## config.mk

```make
export PLATFORM = sky130hd
export DESIGN_NAME = line_prefetch_buf
export DESIGN_NICKNAME = d
export VERILOG_FILES = /design/src/rtl/lpb_pkg.sv /design/src/rtl/lpb_par_gen.sv /design/src/rtl/lpb_slots.sv /design/src/rtl/lpb_drain.sv /design/src/rtl/line_prefetch_buf.sv
export SDC_FILE = /design/constraint.sdc
export NUM_CORES = 1
export LEC_CHECK = 0
export ABC_AREA = 1
export BUFFER_PORTS_ARGS = -buffer_cell sky130_fd_sc_hd__buf_2
export CELL_PAD_IN_SITES_DETAIL_PLACEMENT = 0
export CELL_PAD_IN_SITES_GLOBAL_PLACEMENT = 1
export CORE_MARGIN = 2
export CORE_UTILIZATION = 41
export CTS_CLUSTER_DIAMETER = 60
export DETAILED_ROUTE_END_ITERATION = 8
export GPL_ROUTABILITY_DRIVEN = 0
export PLACE_DENSITY_LB_ADDON = 0.1
export RECOVER_POWER = 100
export SYNTH_ARGS = -nofsm -noshare
export SYNTH_HDL_FRONTEND = slang
export SYNTH_SLANG_ARGS = --single-unit
```

## constraint.sdc

```tcl
create_clock -name clk -period 1.7 [get_ports clk]
set_input_delay 0.17 -clock clk [delete_from_list [all_inputs] [get_ports clk]]
set_output_delay 0.17 -clock clk [all_outputs]
set_load 0.01 [all_outputs]
```

## src/rtl/lpb_pkg.sv

```systemverilog
package lpb_pkg;
   typedef enum logic [1:0] {
      SRC_NONE = 2'd0,
      SRC_MEM  = 2'd1,
      SRC_WB   = 2'd2
   } fill_src_e;
endpackage

```

## src/rtl/lpb_par_gen.sv

```systemverilog
module lpb_par_gen #(
   parameter int QW_W        = 64,
   parameter bit GEN_SUPPORT = 1'b1
) (
   input  logic [QW_W-1:0]   data_i,
   input  logic [QW_W/8-1:0] par_i,
   input  logic              gen_en_i,
   output logic [QW_W/8-1:0] par_o
);
   localparam int NB = QW_W / 8;

   generate
      if (GEN_SUPPORT) begin : g_gen
         logic [NB-1:0] calc;
         for (genvar b = 0; b < NB; b++) begin : g_byte
            assign calc[b] = ^data_i[b*8 +: 8];
         end
         assign par_o = gen_en_i ? calc : par_i;
      end else begin : g_pass
         logic unused_en;
         assign unused_en = gen_en_i;
         assign par_o     = par_i;
      end
   endgenerate
endmodule

```

## src/rtl/lpb_slots.sv

```systemverilog
module lpb_slots #(
   parameter int QW_W  = 64,
   parameter int SLOTS = 4
) (
   input  logic                     clk,
   input  logic                     rst_n,
   input  logic                     clr_i,
   input  logic                     we_i,
   input  logic [$clog2(SLOTS)-1:0] slot_i,
   input  logic [QW_W-1:0]          data_i,
   input  logic [QW_W/8-1:0]        par_i,
   output logic [QW_W-1:0]          data_o [SLOTS],
   output logic [QW_W/8-1:0]        par_o  [SLOTS],
   output logic [SLOTS-1:0]         valid_o
);
   generate
      for (genvar s = 0; s < SLOTS; s++) begin : g_slot
         logic hit;
         assign hit = we_i && !clr_i && (slot_i == s[$clog2(SLOTS)-1:0]);

         always_ff @(posedge clk) begin
            if (!rst_n) begin
               valid_o[s] <= 1'b0;
               data_o[s]  <= '0;
               par_o[s]   <= '0;
            end else if (clr_i) begin
               valid_o[s] <= 1'b0;
            end else if (hit) begin
               valid_o[s] <= 1'b1;
               data_o[s]  <= data_i;
               par_o[s]   <= par_i;
            end
         end
      end
   endgenerate
endmodule

```

## src/rtl/lpb_drain.sv

```systemverilog
module lpb_drain #(
   parameter int QW_W  = 64,
   parameter int SLOTS = 4
) (
   input  logic                          clk,
   input  logic                          rst_n,
   input  logic                          start_i,
   input  logic                          odd_i,
   input  logic                          drain_i,
   input  logic [QW_W-1:0]               data_i [SLOTS],
   input  logic [QW_W/8-1:0]             par_i  [SLOTS],
   input  logic [SLOTS-1:0]              valid_i,
   output logic [QW_W/2-1:0]             dw_o,
   output logic                          dpar_o,
   output logic                          ready_o,
   output logic [$clog2(2*SLOTS):0]      ptr_o
);
   localparam int DW_W = QW_W / 2;
   localparam int NB   = QW_W / 8;
   localparam int PW   = $clog2(2*SLOTS) + 1;

   logic [PW-1:0]            ptr;
   logic [PW-3:0]            slot;
   logic                     half;
   logic [NB/2-1:0]          bpar;

   assign slot    = ptr[PW-2:1];
   assign half    = ptr[0];
   assign ready_o = !ptr[PW-1] && valid_i[slot];
   assign dw_o    = half ? data_i[slot][QW_W-1:DW_W] : data_i[slot][DW_W-1:0];
   assign bpar    = half ? par_i[slot][NB-1:NB/2]    : par_i[slot][NB/2-1:0];
   assign dpar_o  = ^bpar;
   assign ptr_o   = ptr;

   always_ff @(posedge clk) begin
      if (!rst_n) begin
         ptr <= {1'b1, {(PW-1){1'b0}}};
      end else if (start_i) begin
         ptr <= {{(PW-1){1'b0}}, odd_i};
      end else if (drain_i && ready_o) begin
         ptr <= ptr + 1'b1;
      end
   end
endmodule

```

## src/rtl/line_prefetch_buf.sv

```systemverilog
module line_prefetch_buf #(
   parameter int QW_W        = 64,
   parameter int SLOTS       = 4,
   parameter bit GEN_SUPPORT = 1'b1
) (
   input  logic                     clk,
   input  logic                     rst_n,
   input  logic                     cfg_gen_par_i,
   input  logic                     start_i,
   input  logic                     odd_i,
   input  logic                     mem_we_i,
   input  logic [QW_W-1:0]          mem_data_i,
   input  logic [QW_W/8-1:0]        mem_par_i,
   input  logic                     wb_we_i,
   input  logic [$clog2(SLOTS)-1:0] wb_slot_i,
   input  logic [QW_W-1:0]          wb_data_i,
   input  logic [QW_W/8-1:0]        wb_par_i,
   input  logic                     drain_i,
   output logic [QW_W/2-1:0]        dw_o,
   output logic                     dpar_o,
   output logic                     ready_o
);
   import lpb_pkg::*;

   localparam int SW = $clog2(SLOTS);
   localparam int NB = QW_W / 8;
   localparam int PW = $clog2(2*SLOTS) + 1;

   generate
      if (QW_W % 16 != 0 || QW_W < 16) begin : g_bad_width
         $error("QW_W must be a multiple of 16");
      end
      if (SLOTS < 2 || (1 << SW) != SLOTS) begin : g_bad_slots
         $error("SLOTS must be a power of two, at least 2");
      end
   endgenerate

   logic            gen_q;
   logic [SW:0]     wr_ptr;
   fill_src_e       src;
   logic [SW-1:0]   w_slot;
   logic [QW_W-1:0] w_data;
   logic [NB-1:0]   w_par;
   logic [NB-1:0]   wb_par_eff;
   logic [QW_W-1:0] slot_data [SLOTS];
   logic [NB-1:0]   slot_par  [SLOTS];
   logic [SLOTS-1:0] slot_valid;
   logic [PW-1:0]   rd_ptr;

   always_ff @(posedge clk) begin
      if (!rst_n) gen_q <= cfg_gen_par_i;
   end

   always_comb begin
      src = SRC_NONE;
      if (!start_i) begin
         if (wb_we_i)                   src = SRC_WB;
         else if (mem_we_i && !wr_ptr[SW]) src = SRC_MEM;
      end
   end

   lpb_par_gen #(.QW_W(QW_W), .GEN_SUPPORT(GEN_SUPPORT)) u_par_gen (
      .data_i   (wb_data_i),
      .par_i    (wb_par_i),
      .gen_en_i (gen_q),
      .par_o    (wb_par_eff)
   );

   assign w_slot = (src == SRC_WB) ? wb_slot_i  : wr_ptr[SW-1:0];
   assign w_data = (src == SRC_WB) ? wb_data_i  : mem_data_i;
   assign w_par  = (src == SRC_WB) ? wb_par_eff : mem_par_i;

   always_ff @(posedge clk) begin
      if (!rst_n)              wr_ptr <= '0;
      else if (start_i)        wr_ptr <= '0;
      else if (src == SRC_MEM) wr_ptr <= wr_ptr + 1'b1;
   end

   lpb_slots #(.QW_W(QW_W), .SLOTS(SLOTS)) u_slots (
      .clk     (clk),
      .rst_n   (rst_n),
      .clr_i   (start_i),
      .we_i    (src != SRC_NONE),
      .slot_i  (w_slot),
      .data_i  (w_data),
      .par_i   (w_par),
      .data_o  (slot_data),
      .par_o   (slot_par),
      .valid_o (slot_valid)
   );

   lpb_drain #(.QW_W(QW_W), .SLOTS(SLOTS)) u_drain (
      .clk     (clk),
      .rst_n   (rst_n),
      .start_i (start_i),
      .odd_i   (odd_i),
      .drain_i (drain_i),
      .data_i  (slot_data),
      .par_i   (slot_par),
      .valid_i (slot_valid),
      .dw_o    (dw_o),
      .dpar_o  (dpar_o),
      .ready_o (ready_o),
      .ptr_o   (rd_ptr)
   );
endmodule

```

Word-level counts from Yosys, hierarchy flattened. Cells that the tools add are included.

Logic and storage cells: 75. Output and inout port bits: 34. Register bits after elaboration: 300. Bits of input ports: 154.

Reduce and logical (&&, ||, !) cells: 28. Add/subtract/negate cells: 2. Mux-type cells: 19. $lt $le $gt $ge: 2. Equal/unequal tests: 5. Bitwise gates (word level): 3.

Operator list (count): 64-bit 2-to-1 mux (3); 64-bit binary-select mux with 2-bit select (1); 8-bit parity (8); 32-bit 2-to-1 mux (1); 8-bit 2-to-1 mux (4); 8-bit binary-select mux with 2-bit select (1); 4-bit 2-to-1 mux (3); 1-bit logical AND (8); 2-bit AND reduction (4); 2-bit equality test, second input constant (3); 2-bit 2-to-1 mux (3); 4-bit by 1-bit adder with 4-bit output, second input constant (1); 2-bit by 1-bit equality test with 1-bit output, second input constant (2); 2-bit nonzero test (2); 4-bit parity (1); 3-bit by 1-bit adder with 3-bit output, second input constant (1); 3-bit greater-or-equal comparator, second input constant (1); 1-bit zero test (3); 2-bit by 3-bit less-than comparator with 1-bit output, second input constant (1); 2-bit NOT with 3-bit output (1); 1-bit binary-select mux with 2-bit select (1); 2-bit zero test (1); 1-bit 2-to-1 mux (2); 1-bit NOT (2); 2-bit OR reduction (1).

Longest topological paths before layout. Gate-level depths: netlist of the first run.

Depth in word-level cells: 10. Mapped depth: 13. Mapped depth without buffers: 12.

Cells and area by module. A second synthesis of the first run with hierarchy kept.

Cell total of the unflattened synthesis: 2972. Area, all modules: 17578.1 sq um.

Modules (own cells, without submodules): lpb_slots (area an instance 11902.7 sq um, times used 1, cells each 1671); lpb_drain (area an instance 2921.6 sq um, times used 1, cells each 634); lpb_par_gen (area an instance 1498.9 sq um, times used 1, cells each 394); line_prefetch_buf (area an instance 1255.0 sq um, times used 1, cells each 273).

Least setup slack after synthesis of the first run. Ideal clock, no wire load.

Path kind: register to output. From: reg u_drain.ptr[1] (netlist: u_drain.ptr_o[1]). To: out dw_o[27]. Path slack: 0.025 ns. Stages on the path, launching flop included: 8. Arrival: 1.505 ns. Buffers on the path: 3. Data required time: 1.530 ns. Cell sequence: dfxtp_1 buf_2 clkbuf_1 clkbuf_1 o21ai_0 nand2_1 nor2_1 a31oi_1.

Cells in the longest elaborated chain, start to end: 5.

RTL lines: start: declaration (RTL line lpb_drain.sv:22) `logic [PW-1:0] ptr;`; start signal: assignment (RTL line lpb_drain.sv:37) `ptr <= {1'b1, {(PW-1){1'b0}}};`; start signal: assignment (RTL line lpb_drain.sv:39) `ptr <= {{(PW-1){1'b0}}, odd_i};`; start signal: assignment (RTL line lpb_drain.sv:41) `ptr <= ptr + 1'b1;`; 2-bit NOT with 3-bit output (implied by the code) (RTL line lpb_drain.sv:30) `assign dw_o = half ? data_i[slot][QW_W-1:DW_W] : data_i[slot][DW_W-1:0];`; 64-bit binary-select mux with 2-bit select (RTL line lpb_drain.sv:30); 64-bit 2-to-1 mux (implied by the code) (2 in series) (RTL line lpb_drain.sv:30); 32-bit 2-to-1 mux (RTL line lpb_drain.sv:30); end: declaration (RTL line line_prefetch_buf.sv:19) `output logic [QW_W/2-1:0] dw_o,`.

No other way between the ends. The select of a mux whose other input is x is not followed.

Final worst setup path of the first run.
From: reg u_drain.ptr[1] (netlist: u_drain.ptr_o[1]). To: out dw_o[13].

Same word-level chain as after synthesis.

==> results of run 1 <==
==> final cells by class <==
class / instances / share of cell area
Multi-Input combinational cell: 1623 / 0.400
Sequential cell: 300 / 0.312
Timing Repair Buffer: 338 / 0.145
Clock buffer: 52 / 0.0550
Inverter: 268 / 0.0528
Tap cell: 468 / 0.0303
Clock inverter: 11 / 0.00486
==> Yosys cell counts (all sizes together) <==
| library cell | n | area [sq um] |
|---|---|---|
| clkinv | 2 | 7.51 |
| a211oi | 3 | 22.5 |
| o21ai | 364 | 1830 |
| nand2 | 625 | 2360 |
| clkbuf | 104 | 390 |
| o21a | 16 | 120 |
| inv | 266 | 998 |
| nor3 | 2 | 10.0 |
| dfxtp | 299 | 5990 |
| edfxtp | 1 | 30.0 |
| buf | 62 | 332 |
| ha | 2 | 25.0 |
| o211ai | 11 | 82.6 |
| a31oi | 32 | 200 |
| xor2 | 1 | 8.76 |
| nor2 | 122 | 482 |
| nand3 | 63 | 315 |
| xnor2 | 1 | 8.76 |
| a21oi | 381 | 1910 |
==> worst paths after layout <==
kind	slack, ps	end
setup / recovery	-590	dw_o[13]
hold / removal	10	u_drain.ptr_o[1]
setup reg to reg	-20	u_slots.par_o[13]
hold reg to reg	450	u_slots.data_o[184]
==> power by group <==
part | leakage, nW | internal [mW] | switching [mW]
sequential | 2.44 | 7.32 | 0.116
clock | 0.569 | 4.50 | 3.07
combinational | 5.41 | 0.966 | 1.71
==> flip-flops by register name, summed over array words and instances, names as in the netlist <==
signal	count
u_drain.ptr_o	4
u_slots.valid_o	4
u_slots.data_o	256
gen_q	1
u_slots.par_o	32
wr_ptr	3
==> layer usage <==
metal	routed length (microns)	share of wire
met1	25100	0.45
met2	25400	0.46
met3	3460	0.062
met4	1630	0.029
met5	12	0.00022
==> timing repair <==
action	in CTS	in global routing
endpoints found under the setup margin	40	237
buffers inserted	6	8
endpoints found under the hold margin	3	0
resized for setup	108	106
cloned	5	13
pin swaps	20	38
hold buffers	3	0
==> critical path, delay by kind of cell, from the launching register on <==
kind | cells | cell delay [ps]
buf+inv | 4 | 630
simple gates | 2 | 320
compound gates | 2 | 240
flops | 1 | 420
==> cells by family (layout without fill, tap and decap cells) <==
kind of cell	after synthesis	in the layout
flops	300	300
compound gates	807	807
fa+ha+maj	2	2
xor+xnor	2	2
simple gates	812	812
buf+inv	434	669
==> out/qor.txt, run 1 <==
Critical setup path kind: reg -> out
Synth Register Bits: 300
Grt met1 use: 0.371
Post-Layout Inst Area: 0.0193 sq mm
Starting DRC count in detailed routing: 1,258
Antenna violations before repair: 2
Leakage: 8.42 nW
Most common cell after layout, fill and taps aside: nand2_1
Mean Syn Cell Area: 6.41 sq um
Fin Hold WS: 13.1 ps
Layout cell share with drive strength beyond 1: 0.189
RR Startpoint: wr_ptr[2]
Core ar.: 0.0364 sq mm
Initial DRT Pass Iterations: 6
First-pass GRT wire length: 81.6 mm
Total track usage: 0.271
Final setup TNS: -17,690 ps
Crit path launch type: flop
Post-synthesis xor/xnor area fraction: 0.00116
Critical Path Fanout Max: 18
Failing checks: negative setup slack
CTS tree: yes
Hold Crit Depth: 3
Tmin final: 2290 ps
Simple-Gate Fraction of Synth Area: 0.210
Synthesized cell area: 0.0151 sq mm
Main combinational cell family by area after synthesis: compound AO/OA/AOI/OAI gates
Critical path arrival: 2120 ps
Chip height: 196 microns
Critical-path cell list: clkinv_8 > buf_4 > clkbuf_16 > o21ai_0 > nand2_1 > nor2_1 > a31oi_1 > buf_2
Root Driver: clkbuf_16
Wire length per cell: 18.2 microns
CTS H-tree lvls: 2
Met2 usage: 0.442
Num ports: 188
HP Start: drain_i
Outcome: finished with violations
P&R area growth vs syn: 27.9%
Crit-path slowest cell: dfxtp_4
Seq/Total Area, Yosys: 0.398
Synth warn: 0
Clock skew: 23.3 ps
Critical path required time: 1530 ps
Vias: 16,100
Util after Layout: 0.530
Ant. Diodes: 0
Slack of the critical path: -590 ps
Worst-path clk slew: 60 ps
GRT Residual Overflow: 0
Placed cell count: 2,965
Total chip power: 17.7 mW
Post-synthesis mux area share: 0
Via/cell ratio: 5.28
Final Cycle Share: 1.35
Reg2reg path depth: 10
Worst min path class: in -> reg
Most frequent cells in the layout: nand2_1, a21oi_1, dfxtp_1
Yosys cell types: 29
Setup-failing EPs final: 41
Antenna-violating nets left: 0
VDD IR-drop max: 0.651 mV
Max_cap viols: 0
Die area: 0.0384 sq mm
Max incr delay on CP: 420 ps
WL final: 55.6 mm
# clock sinks: 300
Site Rows: 70
# fillers: 3,698
DRC errors left: 0
Compound-Gate Fraction of Synth Area: 0.275
Placed cell area: 0.0172 sq mm
Tightest Pin Transition: 737 ps
Mapped Nets: 2,513
Max-slew headroom: 0.503
CTS Buf Count: 35
F_max: 437 MHz
Grt peak-use layer: met2
Routing usage on met3: 0.0392
Vias in the first global route: 14,400
Largest net degree at the start of global routing: 82
Crit. Startpoint: u_drain.ptr_o[1]
Buffers added on ports: 187
Power Density: 915 mW/mm^2
Die W: 196 microns
Kind of end point of the critical path: output port
RSZ-0062 raised after global routing: yes
Worst-case clock buffer depth: 3
Synth Area in Adders: 0.00166
Starting Density: 0.415
DP Worst Slack: -197 ps
Reg area: 0.00602 sq mm
Final HPWL DP: 35.8 mm
Final Hold Fails: 0
Multi-input gate area: 0.00773 sq mm
Max-slew violations: 0
Clk_lat worst skew: 540 ps
Cells after synthesis: 2,357
Cell Count, Final, Fillers Out: 3,060
Total Nets Final: 2,722
No activity file was read; power rests on OpenSTA's default activity.
==> run 2: changes to the inputs <==
--- a/config.mk
+++ b/config.mk
@@ -10,7 +10,7 @@
 export CELL_PAD_IN_SITES_DETAIL_PLACEMENT = 0
 export CELL_PAD_IN_SITES_GLOBAL_PLACEMENT = 1
 export CORE_MARGIN = 2
-export CORE_UTILIZATION = 41
+export CORE_UTILIZATION = 44
 export CTS_CLUSTER_DIAMETER = 60
 export DETAILED_ROUTE_END_ITERATION = 8
 export GPL_ROUTABILITY_DRIVEN = 0
==> constraint.sdc (replaced) <==
create_clock -name clk -period 2.8 [get_ports clk]
set_input_delay 0.14 -clock clk [delete_from_list [all_inputs] [get_ports clk]]
set_output_delay 0.14 -clock clk [all_outputs]
set_load 0.01 [all_outputs]
==> run 2 against run 1 <==
Against the previous run:
- the run ends with max-capacitance violations, max-slew violations left
- clock skew decreased by 8.2 ps
- die area decreased by 6.7%
- critical path depth decreased by 2
- sequential share of layout area up 3.1 points
- global-route usage increased by 0.37 points
- sequential cell count unchanged
- utilization down 0.85 points
- non-clock buffer count shrank 91
- highest routed layer unchanged
==> out/qor.txt, run 2 (synthesis results as in run 1) <==
DP Worst Slack: 609 ps (+807 ps)
Max_cap viols: 1 (+1)
Hold Crit Depth: 5 (+2)
Power Density: 598 mW/mm^2 (-35%)
CP Capture Point: dw_o[22]
Failing checks: max-capacitance violations, max-slew violations
Multi-input gate area: 0.00737 sq mm (-4.7%)
Met2 usage: 0.441 (-0.000812)
CP top delay family: buffers and inverters
Most frequent cells in the layout: nand2_1, a21oi_1, o21ai_0
Crit-path slowest cell: buf_16
Total track usage: 0.275 (+0.00367)
Ant. Diodes: 0 (unchanged)
Antenna violations before repair: 2 (unchanged)
Vias: 15,400 (-4.5%)
RR Endpoint: u_slots.data_o[78]
RSZ-0062 raised after global routing: no
First-pass GRT wire length: 78.1 mm (-4.3%)
RR Startpoint: wr_ptr[0]
Max reg flops: 256 (unchanged)
Via/cell ratio: 5.23 (-0.77%)
Psw: 2.86 mW (-42%)
Final Cycle Share: 0.950
Critical path arrival: 2520 ps (+400 ps)
Reg with most FFs: u_slots.data_o
Core ar.: 0.0337 sq mm (-7.5%)
Starting DRC count in detailed routing: 1,290 (+2.5%)
Vias in the first global route: 14,000 (-2.5%)
Site Rows: 67 (-4.3%)
Critical-path cell list: buf_16 > o21ai_0 > nand2_1 > nor2_1 > a31oi_1 > clkbuf_2
GRT Residual Overflow: 0 (unchanged)
Critical path required time: 2660 ps (+1130 ps)
Total Nets Final: 2,631 (-3.3%)
Starting Density: 0.448 (+0.0337)
Setup-failing EPs final: 0 (-100%)
CP Depth: 6 (-2)
Largest net degree at the start of global routing: 166 (+100%)
Grt met1 use: 0.380 (+0.00923)
Final HPWL DP: 32.0 mm (-11%)
Max-slew headroom: -0.157 (-0.661)
Slack of the critical path: 139 ps (+729 ps)
Kind of end point of the critical path: output port
Tmin final: 2660 ps
WL final: 49.9 mm (-10%)
Crit. Startpoint: u_drain.ptr_o[1]
Worst min path class: in -> reg
# Post-CTS Setup Buffers: 0 (-6)
F_max: 376 MHz
Wire length per cell: 16.9 microns (-6.7%)
Layout cell share with drive strength beyond 1: 0.113 (-0.0765)
Gate power share: 0.138 (-0.014)
Antenna-violating nets left: 0 (unchanged)
Critical setup path kind: reg -> out
# clock sinks: 300 (unchanged)
Buffers added on ports: 187 (unchanged)
DRC errors left: 0 (unchanged)
VDD IR-drop max: 0.352 mV (-46%)
Clock skew: 15.1 ps (-8.25 ps)
Clock network power share: 0.433 (+0.005)
Final setup TNS: 0 ps (+17,690 ps)
Reg area: 0.00602 sq mm (about the same)
Routing usage on met3: 0.0419 (+0.00270)
CTS Buf Count: 35 (unchanged)
Reg2reg path depth: 7 (-3)
Num ports: 188 (unchanged)
Most common cell after layout, fill and taps aside: nand2_1
CTS H-tree lvls: 2 (unchanged)
Final Hold Fails: 0 (unchanged)
WP buf/inv: 2 (-2)
Grt peak-use layer: met2
Largest registers: u_slots.data_o: 256 flops, u_slots.par_o: 32 flops
Outcome: finished with violations
Clk_lat worst skew: 500 ps (-40 ps)
# fillers: 3,537 (-4.4%)
CTS tree: yes
Sw Share: 0.272 (-0.00510)
Root Driver: clkbuf_16
Die area: 0.0358 sq mm (-6.7%)
Pint: 7.65 mW (-40%)
Max-slew violations: 39 (+39)
Crit path launch type: flop
Flop-to-flop setup slack: 450 ps (+470 ps)
Critical Path Fanout Max: 165 (+147)
Worst-case clock buffer depth: 3 (unchanged)
Tightest Pin Transition: 1740 ps (+999 ps)
P&R area growth vs syn: 16.4%
Chip height: 189 microns (-3.4%)
Die W: 189 microns (-3.4%)
Max incr delay on CP: 490 ps (+70 ps)
Share of power burned in registers: 0.429 (+0.008)
Worst-path clk slew: 60 ps (about the same)
Initial DRT Pass Iterations: 5 (-1)
Leakage: 7.60 nW (-9.7%)
[run 2: changes by cell type in the layout (fill, tap and decap cells not counted), sizes merged]
cell and delta:
clkinvlp +1, clkinv -1, clkbuf +17, inv -3, dlygate4sd3 +1, buf -109
[run 2: cell type report]
class / count / area share
Timing Repair Buffer: 247 / 0.0842
Sequential cell: 300 / 0.342
Clock inverter: 8 / 0.00441
Multi-Input combinational cell: 1623 / 0.419
Tap cell: 448 / 0.0319
Inverter: 268 / 0.0573
Clock buffer: 52 / 0.0610
[run 2: power by group through the flow]
| stage | registers, mW | logic (mW) | clock network, mW |
|---|---|---|---|
| final | 4.51 | 1.45 | 4.55 |
| after global routing | 4.53 | 1.61 | 4.79 |
| after CTS | 4.51 | 1.47 | 4.62 |
| after detailed placement | 4.60 | 1.45 | 0 |
| after global placement | 4.60 | 1.44 | 0 |
| after floorplan | 4.58 | 0.851 | 0 |
[run 2: layer usage]
metal,vias up,part of all wire
li1,7853,-
met1,7053,0.46
met2,435,0.45
met3,76,0.061
met4,4,0.031
met5,-,0.00054
[run 2: tightest hold or removal path: cells and delay by family]
kind	cells	cell delay, ps
buffers and inverters	2	110
AND/OR/NAND/NOR	3	230
[run 2: worst min-delay path by stage]
stage / endpoint / slack [ps] / startpoint
final: u_slots.par_o[25] / 10 / mem_par_i[1]
after global routing: u_slots.par_o[22] / 40 / mem_par_i[6]
after CTS: u_slots.par_o[27] / 5 / mem_par_i[3]
after detailed placement: gen_q / 320 / cfg_gen_par_i
after global placement: gen_q / 320 / cfg_gen_par_i
after floorplan: gen_q / 240 / cfg_gen_par_i
[run 2: repair_timing]
item | CTS | global route
gates resized for setup | 0 | 1
hold buffers | 4 | 0
hold endpoints to repair | 4 | 0
setup endpoints to repair | 0 | 2
[run 2: stage by stage]
| stage | cells | utilization | hold WS (ps) | total power, mW | instance area (sq um) |
|---|---|---|---|---|---|
| 5_1_grt | 2946 | 0.522 | 44.5 | 10.9 | 17600 |
| 3_5_place_dp | 2882 | 0.489 | 324 | 6.06 | 16500 |
| 6_report | 2946 | 0.522 | 10.9 | 10.5 | 17600 |
| 2_1_floorplan | 2357 | - | 239 | 5.44 | 15100 |
| 3_3_place_gp | 2882 | 0.489 | 319 | 6.04 | 16500 |
| 4_1_cts | 2946 | 0.525 | 4.57 | 10.6 | 17700 |
